--- src/rtl/irq_pkg.sv ---
package irq_pkg;
  localparam int unsigned VAW = 12;
  typedef logic [VAW-1:0] vaddr_t;

  function automatic vaddr_t lvl_vector(int unsigned lvl, int unsigned nlvl,
                                        vaddr_t step, vaddr_t last);
    if (lvl + 1 >= nlvl) return last;
    return vaddr_t'(step * vaddr_t'(lvl + 1));
  endfunction
endpackage

--- src/rtl/irq_pend_reg.sv ---
module irq_pend_reg #(
  parameter int unsigned NLVL = 8
) (
  input  logic            clk,
  input  logic            rst_n,
  input  logic            smp_en,
  input  logic [NLVL-1:0] req_i,
  input  logic            sw_we,
  input  logic [NLVL-1:0] sw_bits,
  input  logic [NLVL-1:0] clr_mask,
  output logic [NLVL-1:0] pend_q
);
  logic [NLVL-1:0] pend_d;
  logic            load_en;

  // a fresh sample is ORed in after the clear, so it survives a same-edge return
  always_comb begin
    pend_d = pend_q & ~clr_mask;
    if (smp_en) pend_d = pend_d | req_i;
    if (sw_we)  pend_d = pend_d | sw_bits;
    load_en = smp_en | sw_we | (|clr_mask);
  end

  always_ff @(posedge clk or negedge rst_n) begin
    if (!rst_n)       pend_q <= '0;
    else if (load_en) pend_q <= pend_d;
  end

  p_pend_hold_r2: assert property (@(posedge clk) disable iff (!rst_n)
    (!smp_en && !sw_we && clr_mask == '0) |=> $stable(pend_q));

  p_pend_sticky_r9: assert property (@(posedge clk) disable iff (!rst_n)
    (clr_mask == '0) |=> ((pend_q & $past(pend_q)) == $past(pend_q)));
endmodule

--- src/rtl/irq_prio_sel.sv ---
module irq_prio_sel #(
  parameter int unsigned NLVL = 8,
  localparam int unsigned LW = $clog2(NLVL)
) (
  input  logic [NLVL-1:0] pend,
  input  logic [NLVL-1:0] act,
  output logic            cand_vld,
  output logic [LW-1:0]   cand_idx
);
  logic [NLVL-1:0] elig;

  // a level is eligible only when no active bit sits at or above it
  for (genvar g = 0; g < NLVL; g++) begin : g_elig
    assign elig[g] = pend[g] & ~(|act[NLVL-1:g]);
  end

  always_comb begin
    cand_vld = 1'b0;
    cand_idx = '0;
    for (int i = 0; i < NLVL; i++) begin
      if (elig[i]) begin
        cand_vld = 1'b1;
        cand_idx = LW'(i);
      end
    end
  end
endmodule

--- src/rtl/irq_act_reg.sv ---
module irq_act_reg #(
  parameter int unsigned NLVL = 8,
  localparam int unsigned LW = $clog2(NLVL)
) (
  input  logic            clk,
  input  logic            rst_n,
  input  logic            set_en,
  input  logic [LW-1:0]   set_idx,
  input  logic            rti_i,
  output logic [NLVL-1:0] act_q,
  output logic [NLVL-1:0] clr_mask
);
  logic [NLVL-1:0] top_oh;
  logic [NLVL-1:0] set_oh;
  logic [NLVL-1:0] act_d;
  logic            load_en;

  always_comb begin
    top_oh = '0;
    for (int i = 0; i < NLVL; i++) begin
      if (act_q[i]) top_oh = NLVL'(1) << i;
    end
    clr_mask = rti_i ? top_oh : '0;
    set_oh   = set_en ? (NLVL'(1) << set_idx) : '0;
    act_d    = (act_q & ~clr_mask) | set_oh;
    load_en  = set_en | (|clr_mask);
  end

  always_ff @(posedge clk or negedge rst_n) begin
    if (!rst_n)       act_q <= '0;
    else if (load_en) act_q <= act_d;
  end

  p_one_new_r5: assert property (@(posedge clk) disable iff (!rst_n)
    set_en |=> ($countones(act_q & ~$past(act_q)) == 1));

  p_no_spurious_r7: assert property (@(posedge clk) disable iff (!rst_n)
    !set_en |=> ((act_q & ~$past(act_q)) == '0));

  p_rti_unwind_r8: assert property (@(posedge clk) disable iff (!rst_n)
    ((|clr_mask) && !set_en) |=>
      ($countones(act_q) + 1 == $countones($past(act_q))));
endmodule

--- src/rtl/irq_ctrl.sv ---
module irq_ctrl #(
  parameter int unsigned     NLVL     = 8,
  parameter irq_pkg::vaddr_t VEC_STEP = 12'h040,
  parameter irq_pkg::vaddr_t VEC_TOP  = 12'h1E0,
  parameter irq_pkg::vaddr_t VEC_BOOT = 12'h008
) (
  input  logic        clk,
  input  logic        rst_n,
  input  logic [7:0]  req_i,
  input  logic        gie_i,
  input  logic        cyc_i,
  input  logic        io_cyc_i,
  input  logic        swi_we_i,
  input  logic [7:0]  swi_bits_i,
  input  logic        rti_i,
  output logic        ack_o,
  output logic [11:0] vec_o
);
  localparam int unsigned LW = $clog2(NLVL);

  logic [NLVL-1:0]  pend_q;
  logic [NLVL-1:0]  act_q;
  logic [NLVL-1:0]  clr_mask;
  logic             cand_vld;
  logic [LW-1:0]    cand_idx;
  logic             smp_en;
  logic             take;
  logic             boot_q;
  logic             ack_q;
  logic             ack_d;
  irq_pkg::vaddr_t  vec_q;
  irq_pkg::vaddr_t  vec_d;
  logic             vec_en;
  irq_pkg::vaddr_t  vec_lut [NLVL];

  for (genvar g = 0; g < NLVL; g++) begin : g_vec
    assign vec_lut[g] = irq_pkg::lvl_vector(g, NLVL, VEC_STEP, VEC_TOP);
  end

  assign smp_en = cyc_i & ~io_cyc_i;

  irq_pend_reg #(.NLVL(NLVL)) pend_i (
    .clk      (clk),
    .rst_n    (rst_n),
    .smp_en   (smp_en),
    .req_i    (req_i),
    .sw_we    (swi_we_i),
    .sw_bits  (swi_bits_i),
    .clr_mask (clr_mask),
    .pend_q   (pend_q)
  );

  irq_prio_sel #(.NLVL(NLVL)) sel_i (
    .pend     (pend_q),
    .act      (act_q),
    .cand_vld (cand_vld),
    .cand_idx (cand_idx)
  );

  irq_act_reg #(.NLVL(NLVL)) act_i (
    .clk      (clk),
    .rst_n    (rst_n),
    .set_en   (take),
    .set_idx  (cand_idx),
    .rti_i    (rti_i),
    .act_q    (act_q),
    .clr_mask (clr_mask)
  );

  // next-state: start-up call first, then priority acknowledges
  always_comb begin
    take   = smp_en & gie_i & cand_vld & ~ack_q & ~boot_q;
    ack_d  = boot_q | take;
    vec_en = boot_q | take;
    vec_d  = boot_q ? VEC_BOOT : vec_lut[cand_idx];
  end

  always_ff @(posedge clk or negedge rst_n) begin
    if (!rst_n) begin
      boot_q <= 1'b1;
      ack_q  <= 1'b0;
    end else begin
      boot_q <= 1'b0;
      ack_q  <= ack_d;
    end
  end

  always_ff @(posedge clk or negedge rst_n) begin
    if (!rst_n)      vec_q <= '0;
    else if (vec_en) vec_q <= vec_d;
  end

  assign ack_o = ack_q;
  assign vec_o = vec_q;

  p_boot_call_r1: assert property (@(posedge clk) disable iff (!rst_n)
    boot_q |=> (ack_q && vec_q == VEC_BOOT));

  p_gie_gate_r4: assert property (@(posedge clk) disable iff (!rst_n)
    (!gie_i && !boot_q) |=> !ack_q);

  p_vec_map_r6: assert property (@(posedge clk) disable iff (!rst_n)
    ack_q |-> (vec_q == VEC_BOOT || vec_q[5:0] == 6'd0 || vec_q == VEC_TOP));

  p_ack_pulse_r7: assert property (@(posedge clk) disable iff (!rst_n)
    ack_q |=> !ack_q);

  p_act_in_pend_r8: assert property (@(posedge clk) disable iff (!rst_n)
    (act_q & ~pend_q) == '0);
endmodule

--- config.mk ---
export PLATFORM = sky130hd
export DESIGN_NAME = irq_ctrl
export DESIGN_NICKNAME = d
export VERILOG_FILES = /design/src/rtl/irq_pkg.sv /design/src/rtl/irq_pend_reg.sv /design/src/rtl/irq_prio_sel.sv /design/src/rtl/irq_act_reg.sv /design/src/rtl/irq_ctrl.sv
export SDC_FILE = /design/constraint.sdc
export NUM_CORES = 1
export LEC_CHECK = 0
export BUFFER_PORTS_ARGS = -buffer_cell sky130_fd_sc_hd__buf_2
export CELL_PAD_IN_SITES_DETAIL_PLACEMENT = 1
export CELL_PAD_IN_SITES_GLOBAL_PLACEMENT = 1
export CORE_MARGIN = 2
export CORE_UTILIZATION = 35
export CTS_BUF_LIST = sky130_fd_sc_hd__clkbuf_4 sky130_fd_sc_hd__clkbuf_8 sky130_fd_sc_hd__clkbuf_16
export CTS_CLUSTER_SIZE = 24
export DETAILED_ROUTE_END_ITERATION = 7
export GPL_TIMING_DRIVEN = 0
export MAX_ROUTING_LAYER = met4
export PLACE_DENSITY_LB_ADDON = 0.1
export SLEW_MARGIN = 15
export SYNTH_ARGS = -nofsm -noshare
export SYNTH_HDL_FRONTEND = slang
export SYNTH_SLANG_ARGS = --single-unit
export TNS_END_PERCENT = 20
--- constraint.sdc ---
create_clock -name clk -period 2.01 [get_ports clk]
set_input_delay 0.3015 -clock clk [delete_from_list [all_inputs] [get_ports clk]]
set_output_delay 0.3015 -clock clk [all_outputs]
set_load 0.05 [all_outputs]
==> impl_summary.md, run 1 <==
Status
The flow ran to the end, but the final reports show violations. The checks that failed: negative setup slack.

Die
The area of the core region is about 3700 sq um. The initialized floorplan defines 22 standard-cell rows. The y dimension of the die is about 66 um. The die extent in x is between 60 and 70 um. 36 I/O pins were placed. The starting utilization of the core area is a little under two fifths. The die outline area is 4380 sq um.

Synthesis
The commonest cells after synthesis are 22 x sky130_fd_sc_hd__dfrtp_1, 14 x sky130_fd_sc_hd__inv_1, 8 x sky130_fd_sc_hd__nand3_1. The post-synthesis register bit count is 23. Synthesis instantiated 45 different standard cells from the library. The average cell area after synthesis is a little over 10 sq um. The area share of and/or/nand/nor cells after synthesis is between 15 and 20%. By area, the combinational part of the netlist is dominated by compound AO/OA/AOI/OAI gates. Summing the areas of all compound-gate instances in the mapped netlist gives 25.1% of the synthesized area. After technology mapping, the gate count stands at 134. The synthesized design contains 0 enable-type register cells.

After Yosys synthesis, XOR and XNOR cells account for 0% of the synthesized area. In the synthesized netlist the async set-or-reset flop fraction comes to between 90% and 100%. The mapped netlist covers about 1400 sq um. The most common cell in the synthesized netlist is sky130_fd_sc_hd__dfrtp_1. Sorting the synthesized cells by area gives the leading types as sky130_fd_sc_hd__dfrtp_1 41%, sky130_fd_sc_hd__ha_1 5.6%, sky130_fd_sc_hd__buf_4 3.9%. Summing the areas of all fa, ha and maj instances in the mapped netlist gives approximately 5.6% of the synthesized area. Summed over all instances, the cell type with the most area after synthesis is sky130_fd_sc_hd__dfrtp_1. The most used flip-flop cell after synthesis is sky130_fd_sc_hd__dfrtp_1. For this run, the number of Yosys warnings is 0. Summing the sequential cell areas from Yosys gives around 43% of the chip area. The share of synthesized area in the top cell type comes to slightly above 40%. Measured against the total synthesized area, the mux share comes to 0%.

Global routing
The wire length of the first global-routing pass is 5820 um. The global router's overall resource usage is between 15 and 20%. The initial antenna violation count is 0. met2 is the most crowded layer. For met3 alone, demand over resource in global routing was between 3 and 4%. After global routing the overflow that remains totals 0. Global routing used a little under a quarter of the available met1 tracks. Global routing used 29.5% of the available met2 tracks. The largest net degree at the start of global routing is 24.

The number of global-route vias before repair is approximately 1200.

Critical path
The worst-path maximum fanout is 5. The critical path goes through nor3_4 -> buf_6 -> o21a_4 -> nor3_4 -> or2_4 -> ha_4 -> nand3_1 -> o2111ai_1 -> a21oi_1. The kind of cell adding the most delay to the critical path is simple AND/OR/NAND/NOR gates. The category of the critical setup timing path is flop to flop. The slowest stage of the critical path belongs to the cell sky130_fd_sc_hd__dfrtp_2. The startpoint class of the critical path is a flop. At the worst endpoint, the required time is ~2200 ps. The capturing element type of the critical path is a flop. By instance count, the cell type seen most on the critical path is sky130_fd_sc_hd__nor3_4. The data arrival at the endpoint of the critical path is ~2200 ps. Counting both buffers and inverters, the worst setup path holds a total of 1. The delay of the slowest cell on the worst path is about 450 ps.

Drt
The mean number of vias per cell is approximately 5.0. For this run, design rule violations remaining after detail routing come to 0. The DRC marker count from the first detailed-route iteration is 45. In this run the remaining antenna-violating nets after routing total 0.

The mean routed wirelength per cell is 15.8 um. The post-detailed-routing wire length is 3620 um. The number of vias in the routed layout is about 1200. Before antenna repair, the detailed router went through 4 iterations.

Clock network
In this run the number of H-tree levels came out at 1. The clock net in this run drives a total of 23 sinks. Counting the buffers created by CTS gives 3. The longest clock path from root to sink contains 2 buffers.

The later pin in the worst-skew pair is clocked with a latency of between 200 and 300 ps. Buffers inserted to repair hold after CTS numbered 0. Clock-pin slew was measured on the worst setup and hold paths at about 90 ps. The tree is rooted in a sky130_fd_sc_hd__clkbuf_8. The TritonCTS clock tree is done.

STA
The setup skew after layout is around 3.2 ps. Setup violations remaining at the end of the flow were counted as 1. The final worst-path cycle share is 100%. Setup repair after global routing could not meet its margin everywhere. For the finished layout, the period the worst path requires is 2020 ps. The number of max-slew violations in the final report was 0. In this run the tightest slew margin relative to its limit is 64.8%.

The final number of hold-violating endpoints is 0. After layout, the worst setup slack is -9.22 ps. The achievable frequency is 495 MHz. The pin slew with the least headroom to its limit is approximately 530 ps.

Worst hold path
The path category of the worst min-delay check is primary input to asynchronous set/reset pin.

Place
Detailed placement finished with a half-perimeter wire length of ~2600 um. The congestion estimate from routability-driven global placement came to slightly below 0.9. The placed cell count is between 200 and 250. The count of input and output buffers is 27. At the placement stage, the worst setup path has a slack of -194 ps.

Pwr
Net switching is between 20% and 30% of the power. The share of total power dissipated in sequential elements is between 40% and 50%. The power density over the cells is ~540 nW/um^2.

Cell internal power was estimated by the tool at 683 uW. The combinational power share is about a fifth. The clock network is responsible for about 30% of the overall power.

IR analysis of the VDD net gives a maximum drop of 0.550 mV. The leakage power summed over all cells is approximately 0.00082 uW. In this run the power spent charging and discharging nets is 288 uW.

Cells and area
The repair_antennas step left the layout with diodes totalling 0. Leaving out filler cells and counting taps, the final layout contains 230. After the last flow step, the layout net total stands at 212. Of the cells placed in the final design, the portion with a size suffix greater than 1 is 40.7%. From synthesis to final layout, the design area changed by 32.2%.

Run
The number of max-capacitance violations reported is 0.
power by group through the flow:
stage / logic [uW] / registers [uW] / clock network [uW]
2_1_floorplan: 95.0 / 505 / 0
3_3_place_gp: 165 / 487 / 0
3_5_place_dp: 168 / 487 / 0
4_1_cts: 183 / 479 / 303
5_1_grt: 216 / 480 / 323
6_report: 199 / 479 / 294
cells by family (layout without fill, tap and decap cells):
group                    Yosys count  count (layout)
AND/OR/NAND/NOR                   37              37
AO/OA/AOI/OAI                     43              43
buffers and inverters             24              65
flip-flops                        23              23
adder cells (fa/ha/maj)            6               6
other                              1               8
metrics by stage:
step | hold WS [ps] | TNS (ps) | utilization, % | total power [uW] | cell area (sq um)
detailed placement | 313 | -702 | 42.7 | 655 | 1570
finish | 2.30 | -9.22 | 48.5 | 971 | 1790
global placement | 310 | -620 | 42.7 | 652 | 1570
floorplan | 5.91 | 0 | - | 600 | 1380
global route | 31.8 | -402 | 48.5 | 1020 | 1790
CTS | 21.2 | -147 | 46.1 | 965 | 1700
what timing repair did:
item / CTS / global route
pin swaps: 7 / 6
resized for setup: 7 / 14
setup endpoints to repair: 6 / 9
setup buffers: 6 / 4
endpoints found under the hold margin: 0 / 0
final cells by class:
cell class	count	area, sq um
Fill cell	448	1900
Clock inverter	1	5.00
Sequential cell	23	578
Buffer	10	71.3
Multi-Input combinational cell	94	759
Clock buffer	3	41.3
Timing Repair Buffer	37	218
Tap cell	48	60.1
Inverter	14	55.1
routing by layer:
layer | part of all wire [%] | vias up
li1 | - | 568
met1 | 45 | 567
met2 | 51 | 20
met3 | 2.7 | 2
met4 | 0.58 | 0
met5 | 0 | -
placed cells by master, fill, tap and decap left out, types with 4 or more instances in the layout:
cell,Yosys,routed
sky130_fd_sc_hd__a21oi_1,7,7
sky130_fd_sc_hd__buf_4,7,15
sky130_fd_sc_hd__nor2_1,7,6
sky130_fd_sc_hd__inv_1,14,12
sky130_fd_sc_hd__buf_2,0,27
sky130_fd_sc_hd__a22o_1,5,5
sky130_fd_sc_hd__nand3_1,8,8
sky130_fd_sc_hd__dfrtp_1,22,21
sky130_fd_sc_hd__nand2_1,4,4
sky130_fd_sc_hd__conb_1,1,8
sky130_fd_sc_hd__a221o_1,4,4
registers in the layout (all words and copies together) (netlist names):
name and count:
ack_o 1, act_i.act_q 8, boot_q 1, pend_i.pend_q 8, vec_o 5
path summary, 6_finish.rpt:
check | start | endpoint | slack (ps) | depth (start not counted)
worst max register to register | act_i.act_q[6] | vec_o[7] | -9 | 9
max in group asynchronous | rst_n | act_i.act_q[6] | 1630 | 1
min in group clk | req_i[1] | pend_i.pend_q[1] | 260 | 2
worst max-delay path | act_i.act_q[6] | vec_o[7] | -9 | 9
worst min register to register | pend_i.pend_q[0] | pend_i.pend_q[0] | 490 | 2
worst min-delay path | rst_n | pend_i.pend_q[6] | 2 | 1
Note: power is estimated with default switching activity, not from simulation.
==> run 2: changes to the inputs <==
SYNTH_HIERARCHICAL = 1   (was not set)
==> impl_summary.md, run 2 <==
Drt
The post-detailed-routing wire length is 3590 um (was 3620 um). The number of vias in the routed layout is 1178 (was 1157). The post-detailed-route count of antenna-violating nets came to 0 (unchanged).

The mean routed wirelength per cell came to 15.2 um (was 15.8 um). The DRC violation count after routing is 0 (unchanged). The iteration count of the initial detailed-routing pass came to 4 (unchanged). The DRC marker count from the first detailed-route iteration is 25 (was 45). The mean number of vias per cell is 4.99 (was 5.03).

Synthesis
The mux share of post-synthesis cell area came to 0.829% (was 0%). The post-synthesis share of cell area spent on xor and xnor gates is 0% (unchanged). The most common cell in the synthesized netlist is sky130_fd_sc_hd__dfrtp_1 (unchanged). The count of synthesis-stage warnings from yosys came to 6 (was 0). The number of instances in the synthesized netlist is 140 (was 134). The number of different library cells in the post-synthesis netlist came to 41 (was 45). The netlist area before placement is 1360 sq um (was 1350 sq um). The compound-cell area share of the yosys netlist came to 22.9% (was 25.1%). The average cell area after synthesis is 9.70 sq um (was 10.1 sq um). The share of synthesized registers carrying an async set or reset is 100% (unchanged).

Largest cells by area after synthesis: sky130_fd_sc_hd__dfrtp_1 41%, sky130_fd_sc_hd__inv_1 5.0%, sky130_fd_sc_hd__buf_4 3.9% (was sky130_fd_sc_hd__dfrtp_1 41%, sky130_fd_sc_hd__ha_1 5.6%, sky130_fd_sc_hd__buf_4 3.9%). The proportion of synthesized chip area in sequential cells is 42.5% (was 42.6%). The main combinational cell family by area after synthesis is compound AO/OA/AOI/OAI gates (unchanged). The adder-cell share of the synthesized area is 2.76% (was 5.55%). The area share of and/or/nand/nor cells after synthesis came to 19.4% (was 17.3%). The count of flip-flops with a built-in enable after synthesis is 0 (unchanged).

The cell accounting for the most synthesized area is sky130_fd_sc_hd__dfrtp_1 (unchanged). The most used flip-flop cell after synthesis is sky130_fd_sc_hd__dfrtp_1 (unchanged). The post-synthesis register bit count is 23 (unchanged). The top cell type's share of synthesized area is 40.6% (was 40.7%).

Most numerous cell types in the synthesized netlist: 22 x sky130_fd_sc_hd__dfrtp_1, 18 x sky130_fd_sc_hd__inv_1, 8 x sky130_fd_sc_hd__nor2_1 (was 22 x sky130_fd_sc_hd__dfrtp_1, 14 x sky130_fd_sc_hd__inv_1, 8 x sky130_fd_sc_hd__nand3_1).

Critical path
Crit-path cells: or3_4 -> or3_4 -> buf_4 -> o31ai_4 -> inv_2 -> ha_1 -> mux2_4 -> nor4_2 -> a31o_1 (was nor3_4 -> buf_6 -> o21a_4 -> nor3_4 -> or2_4 -> ha_4 -> nand3_1 -> o2111ai_1 -> a21oi_1). The worst-path maximum fanout was 3 (was 5). The category of the critical setup timing path is flop to flop (unchanged). The number of cells on the worst reg-to-reg path is 9 (unchanged).

The termination of the worst setup path is vec_o[6] (was vec_o[7]). The cell with the largest stage delay on the worst path is sky130_fd_sc_hd__dfrtp_2 (unchanged). The data arrival at the endpoint of the critical path is 2730 ps (was 2170 ps). The cell seen most often among critical-path stages was sky130_fd_sc_hd__or3_4 (was sky130_fd_sc_hd__nor3_4). The internal reg-to-reg setup slack is -510 ps (was -9 ps). The reg-to-reg critical path endpoint is vec_o[6] (was vec_o[7]). The data required time at the worst endpoint was 2220 ps (was 2160 ps). The delay of the slowest cell on the worst path is 420 ps (was 450 ps). The capturing element type of the critical path is a flop (unchanged). The launch point of the worst reg-to-reg path is act_i/act_q[5] (was act_i.act_q[6]).

The source of the critical timing path is act_i/act_q[5] (was act_i.act_q[6]). The startpoint class of the critical path is a flop (unchanged).

Die
The starting utilization of the core area is 36.8% (was 36.7%). The die extent in x is 66.3 um (was 66.2 um). The number of top-level pins is 36 (unchanged). The y dimension of the die was 66.3 um (was 66.2 um). The area of the core region was 3690 sq um (unchanged). The die outline area is 4390 sq um (was 4380 sq um). The site row count was 22 (unchanged).

Clock network
The number of clock buffers inserted by TritonCTS is 3 (unchanged). The clock insertion delay at the later pin of the skew report was 270 ps (was 260 ps). The TritonCTS clock tree was done (unchanged). The maximum clock insertion buffer count was 2 (unchanged). The library cell used as clock root buffer was sky130_fd_sc_hd__clkbuf_8 (unchanged).

The CTS H-tree depth is 1 (unchanged). The count of clock tree sinks is 23 (unchanged). The clock slew seen by the registers of the worst setup and hold paths was 90 ps (about the same). The number of buffers added to fix hold violations after cts came to 0 (unchanged).

Cells and area
The post-synthesis to final-layout area growth is 35.1% (was 32.2%). The final net count is 215 (was 212). The total of fill cells in the finished design is 442 (was 448). Most used cells in the layout excluding fill and tap cells: 27 x sky130_fd_sc_hd__buf_2, 19 x sky130_fd_sc_hd__dfrtp_1, 16 x sky130_fd_sc_hd__inv_1 (was 27 x sky130_fd_sc_hd__buf_2, 21 x sky130_fd_sc_hd__dfrtp_1, 15 x sky130_fd_sc_hd__buf_4).

The leading cell type in the layout, fill and taps excluded was sky130_fd_sc_hd__buf_2 (unchanged). The final standard cell count with taps included and fillers excluded was 236 (was 230). The fraction of final layout cells with drive strength greater than 1 is 43.6% (was 40.7%). The number of antenna diodes was 0 (unchanged).

Run
The number of max-capacitance violations reported was 0 (unchanged).

Status
Failing checks: negative hold slack, negative setup slack (was negative setup slack). Result of the run: complete, but fails checks (unchanged).

STA
The final worst-path cycle share is 125% (was 100%). The time the final worst path needs with I/O delays and setup is 2520 ps (was 2020 ps). The final worst setup slack was -506 ps (was -9.22 ps). The hold slack was -2.93 ps (was 2.30 ps). The final number of hold-violating endpoints is 3 (was 0). The achievable frequency is 398 MHz (was 495 MHz). The pin slew with the least headroom to its limit came to 531 ps (was 528 ps). The number of max-slew violations in the final report is 0 (unchanged). The count of endpoints failing setup in the final report came to 13 (was 1). The setup skew after layout came to 2.29 ps (was 3.17 ps). RSZ-0062 raised after global routing: true (unchanged). The relative slew slack is 64.6% (was 64.8%).

The total negative slack is -4480 ps (was -9.22 ps).

Global routing
The largest net degree at the start of global routing is 24 (unchanged). The wire length of the first global-routing pass was 5840 um (was 5820 um). The global router's overall resource usage came to 18.0% (was 17.8%). The initial antenna violation count is 0 (unchanged). The number of global-route vias before repair came to 1272 (was 1213). The remaining global-route overflow is 0 (unchanged).

Place
The half-perimeter wire length after detailed placement was 2450 um (was 2550 um). The worst setup slack after placement is -697 ps (was -194 ps). The placed cell count came to 222 (was 216). The global placement routability congestion is 0.742 (was 0.881).

The count of input and output buffers is 27 (unchanged).

Pwr
The leakage power summed over all cells was 0.000891 uW (was 0.000823 uW). The worst voltage drop across the vdd grid came to 0.211 mV (was 0.550 mV). The power density over the cells is 540 nW/um^2 (was 543 nW/um^2).

Worst hold path
The path category of the worst min-delay check is primary input to asynchronous set/reset pin (unchanged).
==> run 2: logic make-up (layout without fill, tap and decap cells) <==
kind of cell               count (synthesis)  count (layout)
other                                      1               8
adders and majority gates                  3               3
muxes                                      1               1
buffers and inverters                     28              69
DFF                                       23              23
AOI/OAI and AO/OA                         44              44
and+or+nand+nor                           40              40
==> run 2: layout make-up <==
class	instances	area [sq um]	area share [%]
timing repair buffer	37	218	11.9
buffer	10	86.3	4.71
clock inverter	1	5.00	0.273
tap	48	60.1	3.27
clock buffer	3	41.3	2.25
sequential	23	581	31.7
inverter	18	67.6	3.68
multi-input combinational	96	776	42.3
==> run 2: critical path, delay by kind of cell (launching register included) <==
family                     cells  cell delay [ps]
AOI/OAI and AO/OA              2              390
adders and majority gates      1              190
buffers and inverters          2              260
DFF                            1              420
muxes                          1              260
and+or+nand+nor                3              950
==> run 2: repair_timing <==
item / 4_1_cts / 5_1_grt
resized for setup: 8 / 17
setup buffers: 8 / 3
pin swaps: 8 / 10
setup endpoints to repair: 14 / 14
==> run 2: worst min-delay path by stage <==
stage	end	start
after global routing	pend_i/pend_q[5]	rst_n
after detailed placement	pend_i/pend_q[5]	rst_n
after global placement	pend_i/pend_q[5]	rst_n
final	pend_i/pend_q[5]	rst_n
after floorplan	ack_o	rst_n
after CTS	pend_i/pend_q[5]	rst_n
==> run 2: layer usage <==
layer | track usage, % | vias up | routed length (um) | part of all wire, %
met5 | - | - | 0 | 0
met4 | 7.14 | 0 | 85 | 2.4
met3 | 2.73 | 7 | 126 | 3.5
met2 | 30.9 | 22 | 1840 | 51
met1 | 21.2 | 571 | 1540 | 43
li1 | - | 578 | - | -
==> run 2: per-stage QoR <==
step                      util (%)  instance area (sq um)  total power (uW)
after CTS                     47.3                   1740               979
after detailed placement      43.6                   1610               666
after global placement        43.6                   1610               661
final                         49.7                   1830               990
after global routing          49.7                   1830              1030
after floorplan                  -                   1410               611
==> run 2: report_power, final <==
group | switching (uW) | leakage (uW) | internal (uW)
sequential | 8.85 | 0.000263 | 471
combinational | 128 | 0.000602 | 82.6
clock | 161 | 0.0000255 | 139
total | 297 | 0.000891 | 693
==> run 3: changes to the inputs <==
--- a/config.mk
+++ b/config.mk
@@ -11,3 +11,3 @@
 export CORE_MARGIN = 2
-export CORE_UTILIZATION = 35
+export CORE_UTILIZATION = 30
 export CTS_BUF_LIST = sky130_fd_sc_hd__clkbuf_4 sky130_fd_sc_hd__clkbuf_8 sky130_fd_sc_hd__clkbuf_16
==> constraint.sdc (replaced) <==
create_clock -name clk -period 2.01 [get_ports clk]
set_input_delay 0.1005 -clock clk [delete_from_list [all_inputs] [get_ports clk]]
set_output_delay 0.1005 -clock clk [all_outputs]
set_load 0.05 [all_outputs]
==> impl_summary.md, run 3 (synthesized netlist as in run 2, its figures left out) <==
Global routing
The remaining global-route overflow is 0 (unchanged). The met1 global-route usage is 17.8% (was 21.2%). The number of global-route vias before repair is 1337 (was 1272). The global router's overall resource usage came to 16.0% (was 18.0%). The met3 global-route usage is 3.23% (was 2.73%). The wire length of the first global-routing pass is 6290 um (was 5840 um). The layer carrying the most global-route usage is met2 (unchanged). The met2 routing resource usage after global routing is 29.8% (was 30.9%). The largest net degree at the start of global routing is 24 (unchanged).

The initial antenna violation count was 0 (unchanged).

STA
The total negative slack came to -4110 ps (was -4480 ps). The relative slew slack came to 63.0% (was 64.6%). RSZ-0062 raised after global routing: true (unchanged). The time the final worst path needs with I/O delays and setup is 2400 ps (was 2520 ps). The final worst-path cycle share is 120% (was 125%). The hold slack came to 56.1 ps (was -2.93 ps). The setup skew after layout is 5.71 ps (was 2.29 ps).

The achievable frequency was 416 MHz (was 398 MHz). The number of max-slew violations in the final report is 0 (unchanged). The final number of hold-violating endpoints is 0 (was 3). The count of endpoints failing setup in the final report is 14 (was 13). The final worst setup slack is -395 ps (was -506 ps).

The pin slew with the least headroom to its limit came to 555 ps (was 531 ps).

Pwr
The leakage power summed over all cells is 0.000921 uW (was 0.000891 uW). The switching power summed over all nets came to 286 uW (was 297 uW). The worst voltage drop across the vdd grid was 0.353 mV (was 0.211 mV). The internal power summed over all cells came to 706 uW (was 693 uW). The sequential group share of total power came to 48.4% (was 48.5%). The net switching share of the total power was 28.9% (was 30.0%).

The power density over the cells was 531 nW/um^2 (was 540 nW/um^2). The fraction of power consumed by the clock network came to 30.9% (was 30.3%). The combinational power share is 20.7% (was 21.2%).

Die
The site row count came to 24 (was 22). The y dimension of the die came to 71.3 um (was 66.3 um). The die extent in x is 71.3 um (was 66.3 um). The die outline area is 5080 sq um (was 4390 sq um).

The starting utilization of the core area came to 31.2% (was 36.8%). The number of top-level pins is 36 (unchanged). The area of the core region came to 4350 sq um (was 3690 sq um).

Cells and area
The fraction of final layout cells with drive strength greater than 1 is 44.0% (was 43.6%). The final core utilization is 42.9% (was 49.7%). The final net count is 220 (was 215). The number of antenna diodes came to 0 (unchanged). The post-synthesis to final-layout area growth was 37.5% (was 35.1%).

Most used cells in the layout excluding fill and tap cells: 27 x sky130_fd_sc_hd__buf_2, 20 x sky130_fd_sc_hd__buf_4, 19 x sky130_fd_sc_hd__dfrtp_1 (was 27 x sky130_fd_sc_hd__buf_2, 19 x sky130_fd_sc_hd__dfrtp_1, 16 x sky130_fd_sc_hd__inv_1). The total of fill cells in the finished design is 525 (was 442). The leading cell type in the layout, fill and taps excluded was sky130_fd_sc_hd__buf_2 (unchanged).

Critical path
The data required time at the worst endpoint is 2220 ps (about the same). The delay of the slowest cell on the worst path was 420 ps (about the same). The kind of cell adding the most delay to the critical path is simple AND/OR/NAND/NOR gates (unchanged). The data arrival at the endpoint of the critical path came to 2620 ps (was 2730 ps).

The cell with the largest stage delay on the worst path is sky130_fd_sc_hd__dfrtp_2 (unchanged). The buffering stage count on the worst path with inverters included is 2 (unchanged). Crit-path cells: or3_4 -> or3_4 -> o21bai_4 -> nand4b_4 -> or2_1 -> buf_6 -> nor2_4 -> buf_4 -> nand2b_4 -> nor3_4 -> a21o_1 (was or3_4 -> or3_4 -> buf_4 -> o31ai_4 -> inv_2 -> ha_1 -> mux2_4 -> nor4_2 -> a31o_1).

The category of the critical setup timing path is flop to flop (unchanged). The capturing element type of the critical path is a flop (unchanged). The startpoint class of the critical path is a flop (unchanged). The worst-path maximum fanout was 4 (was 3). The cell seen most often among critical-path stages is sky130_fd_sc_hd__or3_4 (unchanged).

Clock network
The CTS H-tree depth is 1 (unchanged). The maximum clock insertion buffer count is 2 (unchanged). The count of clock tree sinks is 23 (unchanged). The TritonCTS clock tree is done (unchanged).

The library cell used as clock root buffer is sky130_fd_sc_hd__clkbuf_8 (unchanged). The clock slew seen by the registers of the worst setup and hold paths was 80 ps (was 90 ps). The number of clock buffers inserted by TritonCTS is 3 (unchanged).

The clock insertion delay at the later pin of the skew report is 270 ps (about the same).

Status
Failing checks: negative setup slack (was negative hold slack, negative setup slack). Result of the run: complete, but fails checks (unchanged).

Drt
The post-detailed-routing wire length came to 3810 um (was 3590 um). The mean routed wirelength per cell came to 15.6 um (was 15.2 um). The post-detailed-route count of antenna-violating nets came to 0 (unchanged). The DRC marker count from the first detailed-route iteration is 20 (was 25). The iteration count of the initial detailed-routing pass is 4 (unchanged). The mean number of vias per cell is 4.97 (was 4.99). The number of vias in the routed layout is 1218 (was 1178). The DRC violation count after routing came to 0 (unchanged).

Place
The count of input and output buffers is 27 (unchanged). The global placement routability congestion is 0.759 (was 0.742). The half-perimeter wire length after detailed placement is 2570 um (was 2450 um).

Run
The number of max-capacitance violations reported is 0 (unchanged).

Worst hold path
The path category of the worst min-delay check is primary input to flop (was primary input to asynchronous set/reset pin).
[run 3: worst paths after layout]
| path | endpoint | from | slack, ps | depth (start not counted) |
|---|---|---|---|---|
| max | act_i/act_q[0] | act_i/act_q[5] | -390 | 11 |
| min | pend_i/pend_q[4] | swi_bits_i[4] | 60 | 3 |
| max reg2reg | act_i/act_q[0] | act_i/act_q[5] | -390 | 11 |
| min reg2reg | vec_o[3] | vec_o[3] | 500 | 1 |
| max in group asynchronous | act_i/act_q[7] | rst_n | 1270 | 2 |
| min in group asynchronous | pend_i/pend_q[4] | rst_n | 350 | 2 |
[run 3: cell type report]
class / count / area (sq um) / area share, %
buffer: 10 / 86.3 / 4.62
clock buffer: 4 / 48.8 / 2.61
inverter: 18 / 67.6 / 3.62
multi-input combinational: 96 / 764 / 41.0
sequential: 23 / 581 / 31.1
tap: 52 / 65.1 / 3.49
timing repair buffer: 42 / 254 / 13.6
[run 3: worst min-delay path: cells and delay by family]
kind | cells | cell delay [ps]
compound gates | 2 | 120
buf+inv | 1 | 70
[run 3: power groups by stage]
| stage | Clock (uW) | Sequential, uW | Combinational (uW) |
|---|---|---|---|
| after floorplan | 0 | 505 | 106 |
| after global placement | 0 | 490 | 172 |
| after detailed placement | 0 | 490 | 177 |
| after CTS | 323 | 480 | 200 |
| after global routing | 340 | 482 | 222 |
| final | 307 | 480 | 205 |
[run 3: through the flow]
step	cell area [sq um]	power [uW]	setup WS, ps	cells
finish	1870	992	-395	245
global route	1870	1040	-505	245
CTS	1820	1000	-452	242
detailed placement	1610	667	-617	226
global placement	1610	662	-597	226
floorplan	1410	611	-383	147
[run 3: per-layer routing]
metal  wire length, um  up-vias
li1                  -      582
met1              1500      605
met2              2110       25
met3               140        6
met4                54        0
met5                 0        -
[run 3: timing repair]
item	in CTS	in global routing
gates resized for setup	16	5
setup endpoints to repair	14	14
setup buffers	11	3
hold buffers	1	0
endpoints found under the hold margin	22	0
pin swaps	14	4
